File: src/rtl/dmt_pkg.sv
package dmt_pkg;

    localparam int ADDR_W = 8;
    localparam int DATA_W = 16;

    // Register offsets; software decodes these, so they are fixed.
    localparam logic [ADDR_W-1:0] OFS_CTRL  = 8'h00;
    localparam logic [ADDR_W-1:0] OFS_ARM   = 8'h10;
    localparam logic [ADDR_W-1:0] OFS_CLR   = 8'h20;
    localparam logic [ADDR_W-1:0] OFS_STAT  = 8'h30;
    localparam logic [ADDR_W-1:0] OFS_CNT   = 8'h40;
    localparam logic [ADDR_W-1:0] OFS_CAUSE = 8'h50;
    localparam logic [ADDR_W-1:0] OFS_LIMIT = 8'h60;
    localparam logic [ADDR_W-1:0] OFS_SPAN  = 8'h70;

    localparam int BIT_ON     = 15;
    localparam int BIT_WIN    = 0;
    localparam int BIT_EVT    = 5;
    localparam int BIT_BAD2   = 6;
    localparam int BIT_BAD1   = 7;
    localparam int BIT_CAUSE  = 5;

    localparam logic [7:0] ARM_KEY = 8'h40;
    localparam logic [7:0] CLR_KEY = 8'h08;

    typedef enum logic [3:0] {
        SEL_NONE,
        SEL_CTRL,
        SEL_ARM,
        SEL_CLR,
        SEL_STAT,
        SEL_CNT,
        SEL_CAUSE,
        SEL_LIMIT,
        SEL_SPAN
    } reg_sel_e;

    typedef struct packed {
        logic ctrl;
        logic arm;
        logic clr;
        logic cause;
        logic limit;
        logic span;
        logic [DATA_W-1:0] data;
    } wr_cmd_t;

    typedef struct packed {
        logic bad1;
        logic bad2;
        logic expire;
    } fault_t;

    function automatic reg_sel_e decode_addr(input logic [ADDR_W-1:0] a);
        case (a)
            OFS_CTRL:  return SEL_CTRL;
            OFS_ARM:   return SEL_ARM;
            OFS_CLR:   return SEL_CLR;
            OFS_STAT:  return SEL_STAT;
            OFS_CNT:   return SEL_CNT;
            OFS_CAUSE: return SEL_CAUSE;
            OFS_LIMIT: return SEL_LIMIT;
            OFS_SPAN:  return SEL_SPAN;
            default:   return SEL_NONE;
        endcase
    endfunction

    function automatic logic any_fault(input fault_t f);
        return f.bad1 | f.bad2 | f.expire;
    endfunction

endpackage

File: src/rtl/dmt_bus.sv
module dmt_bus
    import dmt_pkg::*;
#(
    parameter int CNT_W = 16,
    parameter logic [CNT_W-1:0] LIMIT_INIT = '1,
    parameter logic [CNT_W-1:0] SPAN_INIT = '0
) (
    input  logic              clk,
    input  logic              rst,
    input  logic              we_i,
    input  logic [ADDR_W-1:0] addr_i,
    input  logic [DATA_W-1:0] wdata_i,
    output wr_cmd_t           cmd_o,
    output logic              on_o,
    output logic [CNT_W-1:0]  limit_o,
    output logic [CNT_W-1:0]  span_o
);

    logic             on_q;
    logic             lock_q;
    logic [CNT_W-1:0] limit_q;
    logic [CNT_W-1:0] span_q;
    reg_sel_e         sel;
    logic             accept;

    always_comb begin
        sel          = decode_addr(addr_i);
        accept       = we_i & ~lock_q;
        cmd_o.ctrl   = accept & (sel == SEL_CTRL);
        cmd_o.arm    = accept & (sel == SEL_ARM);
        cmd_o.clr    = accept & (sel == SEL_CLR);
        cmd_o.cause  = accept & (sel == SEL_CAUSE);
        cmd_o.limit  = accept & (sel == SEL_LIMIT);
        cmd_o.span   = accept & (sel == SEL_SPAN);
        cmd_o.data   = wdata_i;
    end

    always_ff @(posedge clk) begin
        if (rst) begin
            on_q    <= 1'b0;
            lock_q  <= 1'b0;
            limit_q <= LIMIT_INIT;
            span_q  <= SPAN_INIT;
        end else begin
            lock_q <= cmd_o.ctrl & on_q & ~wdata_i[BIT_ON];
            if (cmd_o.ctrl)  on_q    <= wdata_i[BIT_ON];
            if (cmd_o.limit) limit_q <= wdata_i[CNT_W-1:0];
            if (cmd_o.span)  span_q  <= wdata_i[CNT_W-1:0];
        end
    end

    assign on_o    = on_q;
    assign limit_o = limit_q;
    assign span_o  = span_q;

    // the cycle after disabling leaves configuration untouched
    p_lock_hold_r9: assert property (@(posedge clk) disable iff (rst)
        lock_q |=> ($stable(limit_q) && $stable(span_q) && $stable(on_q)));

endmodule

File: src/rtl/dmt_count.sv
module dmt_count
    import dmt_pkg::*;
#(
    parameter int CNT_W = 16
) (
    input  logic             clk,
    input  logic             rst,
    input  logic             on_i,
    input  logic             fetch_i,
    input  logic             clr_ok_i,
    input  logic [CNT_W-1:0] limit_i,
    input  logic [CNT_W-1:0] span_i,
    output logic [CNT_W-1:0] cnt_o,
    output logic             win_open_o,
    output logic             expire_o
);

    localparam int EXT_W = CNT_W + 1;

    logic [CNT_W-1:0] cnt_q;
    logic [EXT_W-1:0] cnt_next;
    logic [EXT_W-1:0] reach;
    logic             step;

    always_comb begin
        step       = on_i & fetch_i;
        cnt_next   = {1'b0, cnt_q} + EXT_W'(1);
        reach      = {1'b0, cnt_q} + {1'b0, span_i};
        win_open_o = on_i & (reach >= {1'b0, limit_i});
        expire_o   = step & ~clr_ok_i & (cnt_next >= {1'b0, limit_i});
    end

    always_ff @(posedge clk) begin
        if (rst) begin
            cnt_q <= '0;
        end else if (clr_ok_i || expire_o) begin
            cnt_q <= '0;
        end else if (step) begin
            cnt_q <= cnt_next[CNT_W-1:0];
        end
    end

    assign cnt_o = cnt_q;

    // no counting while disabled
    p_hold_off_r2: assert property (@(posedge clk) disable iff (rst)
        !on_i |=> $stable(cnt_q));

    // accepted key pair restarts the count
    p_clear_zero_r5: assert property (@(posedge clk) disable iff (rst)
        clr_ok_i |=> (cnt_q == '0));

    // expiry wraps the counter
    p_wrap_r7: assert property (@(posedge clk) disable iff (rst)
        expire_o |=> (cnt_q == '0));

endmodule

File: src/rtl/dmt_keys.sv
module dmt_keys
    import dmt_pkg::*;
(
    input  logic              clk,
    input  logic              rst,
    input  logic              on_i,
    input  logic              arm_wr_i,
    input  logic              clr_wr_i,
    input  logic [DATA_W-1:0] data_i,
    input  logic              win_open_i,
    output logic              clr_ok_o,
    output logic              bad1_o,
    output logic              bad2_o
);

    logic arm_q;
    logic arm_hit;
    logic clr_hit;

    always_comb begin
        arm_hit  = (data_i[15:8] == ARM_KEY);
        clr_hit  = (data_i[7:0] == CLR_KEY) & arm_q & win_open_i;
        bad1_o   = on_i & arm_wr_i & ~arm_hit;
        bad2_o   = on_i & clr_wr_i & ~clr_hit;
        clr_ok_o = on_i & clr_wr_i & clr_hit;
    end

    always_ff @(posedge clk) begin
        if (rst) begin
            arm_q <= 1'b0;
        end else if (on_i && clr_wr_i) begin
            arm_q <= 1'b0;
        end else if (on_i && arm_wr_i && arm_hit) begin
            arm_q <= 1'b1;
        end
    end

    // a used pair must be re-armed
    p_disarm_r5: assert property (@(posedge clk) disable iff (rst)
        clr_ok_o |=> !arm_q);

    // key writes are inert while disabled
    p_off_quiet_r10: assert property (@(posedge clk) disable iff (rst)
        (!on_i && (arm_wr_i || clr_wr_i)) |=> $stable(arm_q));

endmodule

File: src/rtl/dmt_core.sv
module dmt_core
    import dmt_pkg::*;
#(
    parameter int CNT_W = 16,
    parameter logic [CNT_W-1:0] LIMIT_INIT = 16'd4096,
    parameter logic [CNT_W-1:0] SPAN_INIT = 16'd512
) (
    input  logic        clk,
    input  logic        rst,
    input  logic        fetch_i,
    input  logic        we_i,
    input  logic [7:0]  addr_i,
    input  logic [15:0] wdata_i,
    output logic [15:0] rdata_o,
    output logic        rst_req_o
);

    localparam int PAD_W = DATA_W - CNT_W;

    wr_cmd_t           cmd;
    fault_t            fault;
    logic              on;
    logic [CNT_W-1:0]  limit;
    logic [CNT_W-1:0]  span;
    logic [CNT_W-1:0]  cnt;
    logic              win_open;
    logic              clr_ok;
    logic [DATA_W-1:0] cnt_ext;
    logic [DATA_W-1:0] limit_ext;
    logic [DATA_W-1:0] span_ext;

    logic st_evt_q;
    logic st_bad1_q;
    logic st_bad2_q;
    logic cause_q;
    logic pulse_q;

    dmt_bus #(
        .CNT_W      (CNT_W),
        .LIMIT_INIT (LIMIT_INIT),
        .SPAN_INIT  (SPAN_INIT)
    ) u_bus (
        .clk     (clk),
        .rst     (rst),
        .we_i    (we_i),
        .addr_i  (addr_i),
        .wdata_i (wdata_i),
        .cmd_o   (cmd),
        .on_o    (on),
        .limit_o (limit),
        .span_o  (span)
    );

    dmt_count #(
        .CNT_W (CNT_W)
    ) u_count (
        .clk        (clk),
        .rst        (rst),
        .on_i       (on),
        .fetch_i    (fetch_i),
        .clr_ok_i   (clr_ok),
        .limit_i    (limit),
        .span_i     (span),
        .cnt_o      (cnt),
        .win_open_o (win_open),
        .expire_o   (fault.expire)
    );

    dmt_keys u_keys (
        .clk        (clk),
        .rst        (rst),
        .on_i       (on),
        .arm_wr_i   (cmd.arm),
        .clr_wr_i   (cmd.clr),
        .data_i     (cmd.data),
        .win_open_i (win_open),
        .clr_ok_o   (clr_ok),
        .bad1_o     (fault.bad1),
        .bad2_o     (fault.bad2)
    );

    generate
        if (PAD_W == 0) begin : g_full
            assign cnt_ext   = cnt;
            assign limit_ext = limit;
            assign span_ext  = span;
        end else begin : g_pad
            assign cnt_ext   = {{PAD_W{1'b0}}, cnt};
            assign limit_ext = {{PAD_W{1'b0}}, limit};
            assign span_ext  = {{PAD_W{1'b0}}, span};
        end
    endgenerate

    always_ff @(posedge clk) begin
        if (rst) begin
            st_evt_q  <= 1'b0;
            st_bad1_q <= 1'b0;
            st_bad2_q <= 1'b0;
            cause_q   <= 1'b0;
            pulse_q   <= 1'b0;
        end else begin
            pulse_q <= any_fault(fault);
            if (any_fault(fault)) st_evt_q  <= 1'b1;
            if (fault.bad1)       st_bad1_q <= 1'b1;
            if (fault.bad2)       st_bad2_q <= 1'b1;
            if (any_fault(fault))
                cause_q <= 1'b1;
            else if (cmd.cause && cmd.data[BIT_CAUSE])
                cause_q <= 1'b0;
        end
    end

    always_comb begin
        rdata_o = '0;
        case (decode_addr(addr_i))
            SEL_CTRL:  rdata_o[BIT_ON] = on;
            SEL_STAT: begin
                rdata_o[BIT_WIN]  = win_open;
                rdata_o[BIT_EVT]  = st_evt_q;
                rdata_o[BIT_BAD2] = st_bad2_q;
                rdata_o[BIT_BAD1] = st_bad1_q;
            end
            SEL_CNT:   rdata_o = cnt_ext;
            SEL_CAUSE: rdata_o[BIT_CAUSE] = cause_q;
            SEL_LIMIT: rdata_o = limit_ext;
            SEL_SPAN:  rdata_o = span_ext;
            default:   rdata_o = '0;
        endcase
    end

    assign rst_req_o = pulse_q;

    // a reset request always comes with the event flag and the cause bit
    p_pulse_flags_r8: assert property (@(posedge clk) disable iff (rst)
        pulse_q |-> (st_evt_q && cause_q));

    // status flags are sticky
    p_sticky_r6: assert property (@(posedge clk) disable iff (rst)
        (st_bad2_q || st_bad1_q) |=> st_evt_q);

    // expiry is always reported
    p_expire_flag_r7: assert property (@(posedge clk) disable iff (rst)
        fault.expire |=> (st_evt_q && pulse_q));

endmodule

File: config.mk
export PLATFORM = sky130hd
export DESIGN_NAME = dmt_core
export DESIGN_NICKNAME = d
export VERILOG_FILES = /design/src/rtl/dmt_pkg.sv /design/src/rtl/dmt_bus.sv /design/src/rtl/dmt_count.sv /design/src/rtl/dmt_keys.sv /design/src/rtl/dmt_core.sv
export SDC_FILE = /design/constraint.sdc
export NUM_CORES = 1
export LEC_CHECK = 0
export BUFFER_PORTS_ARGS = -buffer_cell sky130_fd_sc_hd__buf_2
export CORE_UTILIZATION = 45
export DETAILED_ROUTE_END_ITERATION = 8
export GPL_TIMING_DRIVEN = 1
export MAX_ROUTING_LAYER = met4
export PLACE_DENSITY_LB_ADDON = 0.08
export SYNTH_ARGS = -nofsm -noshare
export SYNTH_HDL_FRONTEND = slang
export SYNTH_SLANG_ARGS = --single-unit
File: constraint.sdc
create_clock -name clk -period 5.8 [get_ports clk]
set_input_delay 0.87 -clock clk [delete_from_list [all_inputs] [get_ports clk]]
set_output_delay 0.87 -clock clk [all_outputs]
set_load 0.02 [all_outputs]
==> run summary, run 1 <==
The flow ran to the end, and the final reports show no timing, DRC or antenna violations. The post-route standard cell area excluding fillers came out at 5030 sq um. The adder-cell share of the synthesized area is 0.136. Setup repair after global routing left no endpoint under its margin. The top-level I/O count came out at 45. The arrival time at the worst endpoint came out at 4.65 ns. Before CTS, the worst setup slack after placement is 0.463 ns. In this run the tightest slew margin relative to its limit is 0.282.

The number of max-capacitance violations reported came out at 0. The H-tree generated during clock tree synthesis spans 2 levels. The sequential fraction of the synthesis area is 0.242. In this run the clock root is driven by a sky130_fd_sc_hd__clkbuf_8. The floorplan has 36 rows. Counting the buffers created by CTS gives 5.

The transition time at the pin with the least slew margin is 1.07 ns. For this run, the share of the core covered by cells in the final layout is 0.510. The first-pass iteration count of the detailed router came out at 4.

Once routing completed, OpenROAD measured the worst setup slack at 0.278 ns. The maximum resistive drop on vdd came out at 180 uV. Input and output buffers added on the ports amount to 44.

The number of instances in the synthesized netlist came out at 592. The die is 104 microns tall. The antenna diode count is 0. Entering global routing, the biggest net connects 41 pins. The number of hold violations in the final report is 0. The finished layout holds 752 standard cells, fillers aside. From left edge to right edge, the die measures 104 microns.

The number of clock sinks seen by CTS came out at 56. The minimum hold slack came out at 0.481 ns. Overall power consumption after layout is estimated at 686 uW. The share of the clock period used by the worst path after layout is 0.952. Once placement completed, the tool counted placed cells totaling 744. The clock-pin slew reported for the worst setup and hold paths after clock tree synthesis is 0.10 ns. The average instance area after synthesis is 7.84 sq um.

The starting density of the core is 0.471. Counting every net in the synthesized netlist gives 670. Summed over all nets, the half-perimeter wirelength after detailed placement is 9.93 mm. The required time of the critical path is 4.93 ns. The final wirelength is 12.7 mm. The tightest min-delay check is of the flop to flop type. The initial antenna violation count came out at 0. The core area came out at 9860 sq um. The count of nets after finishing came out at 696. The synthesized-area fraction occupied by ao, oa, aoi and oai cells came to 0.148. After detailed routing, the number of remaining DRC violations is 0. The overall die area came out at 10700 sq um. The placer's final routability congestion estimate is 0.869. The total vias in the final route came out at 4251.

The top cell type's share of synthesized area came out at 0.242. The shortest period the worst path allows is 5.52 ns. The largest fanout of any net on the critical path came out at 5. The ratio of total power to cell area came out at 136 nW/um^2. For this design the static power due to leakage is 2.05 nW.

The initial DRC count is 223. Of the total synthesized cell area, the portion taken by XOR and XNOR cells is 0.0736. Static timing analysis puts the maximum clock frequency at 181 MHz. The number of hold-repair buffers added at the cts stage is 0. The share of final-layout standard cells stronger than drive strength 1 is 0.134. Of all flip-flops after synthesis, the portion carrying an async set or reset was 0. Summing every instance area after synthesis gives 4640 sq um.

The number of enable flip-flop cells after synthesis is 0. Clock latency on the worst-skew pair, taken at its later pin, is 0.31 ns. Compared with the post-synthesis result, the final layout area differs by 8.44%. Adding up every negative setup slack in the final design gives 0 ns. The cell area after placement is 4910 sq um.

Yosys printed 0 warnings. By area, the combinational part of the netlist is dominated by simple AND/OR/NAND/NOR gates. The all-layer global routing usage came out at 0.248. The worst setup path is of the flop to output pin kind. TritonCTS built the clock tree.

Post-CTS timing repair inserted 0 buffers for setup. The first-pass GRT wire length is 20.8 mm. The number of pins with negative max-slew slack in the final report came out at 0. The remaining global-route overflow came out at 0. The worst setup path is captured at an output pin. The simple-gate area share of the yosys netlist came out at 0.268. STA classifies the critical path startpoint as a flop. The dominant register cell in the synthesized netlist is sky130_fd_sc_hd__dfxtp_1. The portion of synthesized area spent on multiplexers is 0.0739. The via density per instance is 5.65.

The buffer levels on the longest clock path is 2. Yosys attributes the largest share of cell area to sky130_fd_sc_hd__dfxtp_1, sky130_fd_sc_hd__ha_1, sky130_fd_sc_hd__mux2i_1, sky130_fd_sc_hd__nor2_1, sky130_fd_sc_hd__nand2_1. Once detail routing completed, the nets flagged for antenna violations numbered 0. The final number of setup-violating endpoints is 0.

The final worst clock skew is 0.00995 ns. Counting flops and latches in the post-synthesis netlist gives 56. The via count of the first global-routing pass came out at 3993. After detailed routing, the average wire length per cell comes to 16.9 microns. The count of unique library cells instantiated by Yosys is 63.

sky130_fd_sc_hd__dfxtp_1 takes more of the synthesized area than any other cell.
## path summary, 6_finish.rpt
check                                startpoint           endpoint  slack (ns)  cells past startpoint
worst max-delay path            u_bus.span_o[1]         rdata_o[0]        0.28                     15
worst min-delay path                  st_bad1_q          st_bad1_q        0.48                      2
worst max register to register  u_bus.span_o[1]  u_count.cnt_o[10]        1.47                     15
worst min register to register        st_bad1_q          st_bad1_q        0.48                      2
## state kept, by name, indices dropped and copies added (netlist names)
signal         flops
st_bad2_q          1
st_bad1_q          1
rst_req_o          1
u_bus.span_o      16
st_evt_q           1
u_count.cnt_o     16
u_bus.lock_q       1
u_bus.limit_o     16
u_bus.on_o         1
u_keys.arm_q       1
cause_q            1
## Yosys cell counts (15+ instances only)
cell type and number:
sky130_fd_sc_hd__nor2_1 77, sky130_fd_sc_hd__nand2_1 71, sky130_fd_sc_hd__dfxtp_1 56, sky130_fd_sc_hd__ha_1 49
sky130_fd_sc_hd__a21oi_1 48, sky130_fd_sc_hd__mux2i_1 32, sky130_fd_sc_hd__inv_1 29, sky130_fd_sc_hd__xnor2_1 23
sky130_fd_sc_hd__nor3_1 22, sky130_fd_sc_hd__clkbuf_1 17, sky130_fd_sc_hd__xor2_1 16, sky130_fd_sc_hd__nand3_1 15
## routing by layer
metal / GRT usage / share of wire / vias up
li1: - / - / 2137
met1: 0.363 / 0.52 / 2018
met2: 0.375 / 0.44 / 89
met3: 0.0176 / 0.036 / 7
met4: 0.0487 / 0.0096 / 0
met5: - / 0 / -
## final cells by class
type                    count  area, sq um
fillers                   972         4830
multi-input cells         477         3270
flip-flops and latches     56         1120
repair buffers             49          258
well taps                 133          166
inverters                  29          109
clock buffers               6         72.6
clock inverters             2         35.0
## critical path, cell delays in order, from the launching register on
cell and delay [ns]:
sky130_fd_sc_hd__dfxtp_1 0.36, sky130_fd_sc_hd__ha_1 0.32, sky130_fd_sc_hd__a211oi_1 0.23, sky130_fd_sc_hd__nor2_1 0.12, sky130_fd_sc_hd__o211ai_1 0.31, sky130_fd_sc_hd__a31oi_2 0.23, sky130_fd_sc_hd__or4b_2 0.68, sky130_fd_sc_hd__nand3_1 0.11
sky130_fd_sc_hd__ha_1 0.12, sky130_fd_sc_hd__nand3_1 0.08, sky130_fd_sc_hd__or3_1 0.41, sky130_fd_sc_hd__a311oi_2 0.28, sky130_fd_sc_hd__a2111oi_4 0.12, sky130_fd_sc_hd__or4b_2 0.63, sky130_fd_sc_hd__a21oi_1 0.15, sky130_fd_sc_hd__buf_2 0.17
## power by group
part           leakage (nW)  internal [mW]  switching, mW
Clock                0.0552          0.129          0.130
Sequential            0.452          0.384       0.000386
Combinational          1.54         0.0137         0.0295
## cells in the final DEF, fill, tap and decap left out, types with 4 or more instances in the layout
master and count:
sky130_fd_sc_hd__a21o_1 5, sky130_fd_sc_hd__mux2i_1 32, sky130_fd_sc_hd__and2_1 6, sky130_fd_sc_hd__nor4b_1 6, sky130_fd_sc_hd__a21oi_1 48, sky130_fd_sc_hd__or2_2 6, sky130_fd_sc_hd__a2111oi_0 4, sky130_fd_sc_hd__nand2_1 71
sky130_fd_sc_hd__nand4_1 5, sky130_fd_sc_hd__nor3_1 22, sky130_fd_sc_hd__o211ai_1 5, sky130_fd_sc_hd__o21a_1 6, sky130_fd_sc_hd__inv_1 29, sky130_fd_sc_hd__o21ai_0 11, sky130_fd_sc_hd__a221oi_1 4, sky130_fd_sc_hd__buf_4 5
sky130_fd_sc_hd__or3_1 5, sky130_fd_sc_hd__xnor2_1 23, sky130_fd_sc_hd__buf_2 44, sky130_fd_sc_hd__clkbuf_8 5, sky130_fd_sc_hd__nor2b_1 4, sky130_fd_sc_hd__ha_1 49, sky130_fd_sc_hd__nor2_1 77, sky130_fd_sc_hd__nand3_1 15
sky130_fd_sc_hd__xor2_1 16, sky130_fd_sc_hd__nand2b_1 8, sky130_fd_sc_hd__dfxtp_1 53, sky130_fd_sc_hd__nor4_1 4
## what timing repair did
action	4_1_cts	5_1_grt
gates resized for setup	0	5
endpoints found under the setup margin	0	1
hold endpoints to repair	0	0
## cells by family after synthesis
group | after synthesis
DFF | 56
muxes | 33
adders and majority gates | 50
buffers and inverters | 59
AOI/OAI and AO/OA | 105
and+or+nand+nor | 250
xor gates and xnor gates | 39
Note: power is estimated with default switching activity, not from simulation.
==> run 2, diff against run 1 <==
Settings changed: PLACE_DENSITY from default to 0.74, PLACE_DENSITY_LB_ADDON 0.08 to default, SYNTH_HIERARCHICAL from default to 1.
==> run summary, run 2 <==
The top cell types in the final layout, fill and taps aside, are sky130_fd_sc_hd__dfxtp_1, sky130_fd_sc_hd__nand2b_1, sky130_fd_sc_hd__nand2_1, sky130_fd_sc_hd__ha_1, sky130_fd_sc_hd__mux2i_1. The post-cts repair resize count came out at 0. The final worst slack is 0.618 ns.

The final number of setup-violating endpoints is 0. At the worst endpoint, the required time is 4.93 ns. Summed over all nets, the switching power comes to 181 uW. The number of clock buffers inserted by TritonCTS is 5. The ratio of total power to cell area is 129 nW/um^2. The highest attainable clock frequency is 193 MHz.

The utilization after layout came out at 0.482. After layout, the design draws a total of 676 uW. STA classifies the critical path endpoint as an output pin. The flow ran to the end, and the final reports show no timing, DRC or antenna violations. The via count of the first global-routing pass is 4219. The met1 wire length is 6.18 mm. The routed length on met3 is 540 microns. The initial DRC count came out at 314. The largest fanout of any net on the critical path is 9. The number of max-capacitance violations reported came out at 0. On the worst path, the slowest cell contributes a delay of 0.50 ns.

The minimum hold slack is 0.495 ns. The share of the clock period used by the worst path after layout is 0.893. The switching share of total power is 0.268. The count of input and output buffers came out at 44. The cell area that synthesis handed to floorplanning was 4990 sq um. Together, buffers and inverters on the worst path number 2. Setup repair after global routing left no endpoint under its margin. Measured along the y axis, the die boundary spans 107 microns.

The clock period could shrink to 5.18 ns. The share of total power dissipated in sequential elements is 0.569. The site row count is 38. The count of warnings emitted by yosys came out at 6. The worst min-delay path category is flop to flop. 45 I/O pins were placed. For this run, the total global-route usage over all layers was measured as 0.244. The buffer levels on the longest clock path came out at 2. The starting density of the core is 0.460.

The number of clock sinks seen by CTS is 56. The number of buffers inserted by post-CTS setup repair is 0. Wires add up to 13.2 mm.

The relative contribution of the clock network to total power is 0.350. The post-route standard cell area excluding fillers is 5230 sq um. The average instance area after synthesis is 8.35 sq um.

The initial antenna violation count is 0. For the final routed database, the setup TNS stands at 0 ns. The number of hold violations in the final report came to 0. TritonCTS built the clock tree.

Measured along the x axis, the die boundary spans 107 microns. The maximum resistive drop on vdd is 102 uV. Routed signal wires occupy layers up through met4. The final worst clock skew is 0.0152 ns. The kind of critical path is flop to output pin. The clock latency at the later pin of the worst-skew pair came out at 0.33 ns.

The number of nets in the synthesized netlist is 676. The count of nets after finishing came out at 692. The core area is 10800 sq um. The count of nets left with antenna violations after detail routing is 0. Relative to the synthesized area, the layout overhead comes to 4.71%. The most numerous cell type found on the critical path is sky130_fd_sc_hd__ha_1. The placement-stage worst setup slack came out at 0.837 ns. The number of pins with negative max-slew slack in the final report is 0. The share of final-layout standard cells stronger than drive strength 1 came out at 0.130. The number of hold-repair buffers added at the cts stage came out at 0.

The worst slew margin relative to its limit came out at 0.460. The cell family contributing the most delay on the critical path is compound AO/OA/AOI/OAI gates. In this run the static leakage power is 2.32 nW. The share of total power dissipated in combinational logic is 0.080. Traced cell by cell, the critical path runs through ha_1, inv_1, fa_1, nor2b_1, o31a_1, o31ai_1, a21boi_0, nor2_1, xnor2_1, ha_1, nand4_1, o311ai_0, o221ai_1, a31oi_1, a21oi_1, a311oi_1, buf_2.

The library cell used most frequently in the layout, excluding fill and tap cells, is sky130_fd_sc_hd__dfxtp_1. The transition time at the pin with the least slew margin came out at 0.809 ns. The detailed-routed wire length on met2 came out at 6.18 mm. The pre-antenna-repair detailed-routing pass consisted of 5 iterations.

The arrival time at the worst endpoint is 4.31 ns. The placer's final routability congestion estimate is 0.889. The via density per instance is 5.87.

The total vias in the final route came out at 4430. The half-perimeter wire length after detailed placement came out at 10.2 mm. The number of remaining DRC errors came out at 0. The cell-internal power is 495 uW.

Clock-pin slew was measured on the worst setup and hold paths at 0.12 ns. The number of instances in the synthesized netlist is 598. For this run, the number of standard cells in the final layout without fillers is 755. The cell with the biggest individual delay on the critical path is sky130_fd_sc_hd__dfxtp_1.

STA classifies the critical path startpoint as a flop. The floorplan step defined a die boundary enclosing 11500 sq um. The cell area after placement came out at 5130 sq um. The antenna diode count is 0. The remaining global-route overflow is 0. The first-pass GRT wire length came out at 21.3 mm.

The number of levels the H-tree was split into came out at 2. The cell total after placement is 747. The average detailed-routed wire length per instance came out at 17.5 microns.

The largest net degree at the start of global routing is 59. The tree is rooted in a sky130_fd_sc_hd__clkbuf_8.
## run 2: cell count changes in the layout (fill, tap and decap cells not counted), moves of 5 or more
cell	change
sky130_fd_sc_hd__a21o_1	+6
sky130_fd_sc_hd__a21oi_1	-6
sky130_fd_sc_hd__a31oi_1	+5
sky130_fd_sc_hd__mux2i_1	+15
sky130_fd_sc_hd__nand2_1	-21
sky130_fd_sc_hd__nand2b_1	+43
sky130_fd_sc_hd__nand4_1	+9
sky130_fd_sc_hd__nor2_1	-50
sky130_fd_sc_hd__nor3_1	-13
sky130_fd_sc_hd__or2_1	+8
sky130_fd_sc_hd__or3_1	+10
sky130_fd_sc_hd__xor2_1	-10
## run 2: power by group through the flow
stage,Sequential [mW],Combinational [mW],Clock [mW]
after global placement,0.394,0.0525,0
final,0.385,0.0543,0.237
after CTS,0.385,0.0539,0.242
after global routing,0.385,0.0592,0.258
after floorplan,0.394,0.0414,0
after detailed placement,0.394,0.0537,0
## run 2: final cells by class
type / count / area [sq um]
Sequential cell: 56 / 1120
Clock inverter: 3 / 27.5
Fill cell: 1057 / 5610
Inverter: 29 / 109
Clock buffer: 5 / 68.8
Timing Repair Buffer: 50 / 265
Multi-Input combinational cell: 472 / 3460
Tap cell: 140 / 175
## run 2: worst paths after layout
path,startpoint,endpoint,slack [ns],cells after the start
max,u_count/cnt_o[0],rdata_o[0],0.62,17
min reg2reg,st_bad2_q,st_bad2_q,0.50,2
max reg2reg,u_count/cnt_o[0],u_count/cnt_o[10],0.68,22
min,st_bad2_q,st_bad2_q,0.50,2
## run 2: routing by layer
layer | up-vias | global-route usage
li1 | 2156 | -
met1 | 2143 | 0.311
met2 | 108 | 0.402
met3 | 23 | 0.0321
met4 | 0 | 0.0773
met5 | - | -
## run 2: worst min-delay path, cell delays in order, from the launching register on
cell,delay [ns]
sky130_fd_sc_hd__dfxtp_1,0.35
sky130_fd_sc_hd__nor2_1,0.05
sky130_fd_sc_hd__nor2_1,0.07
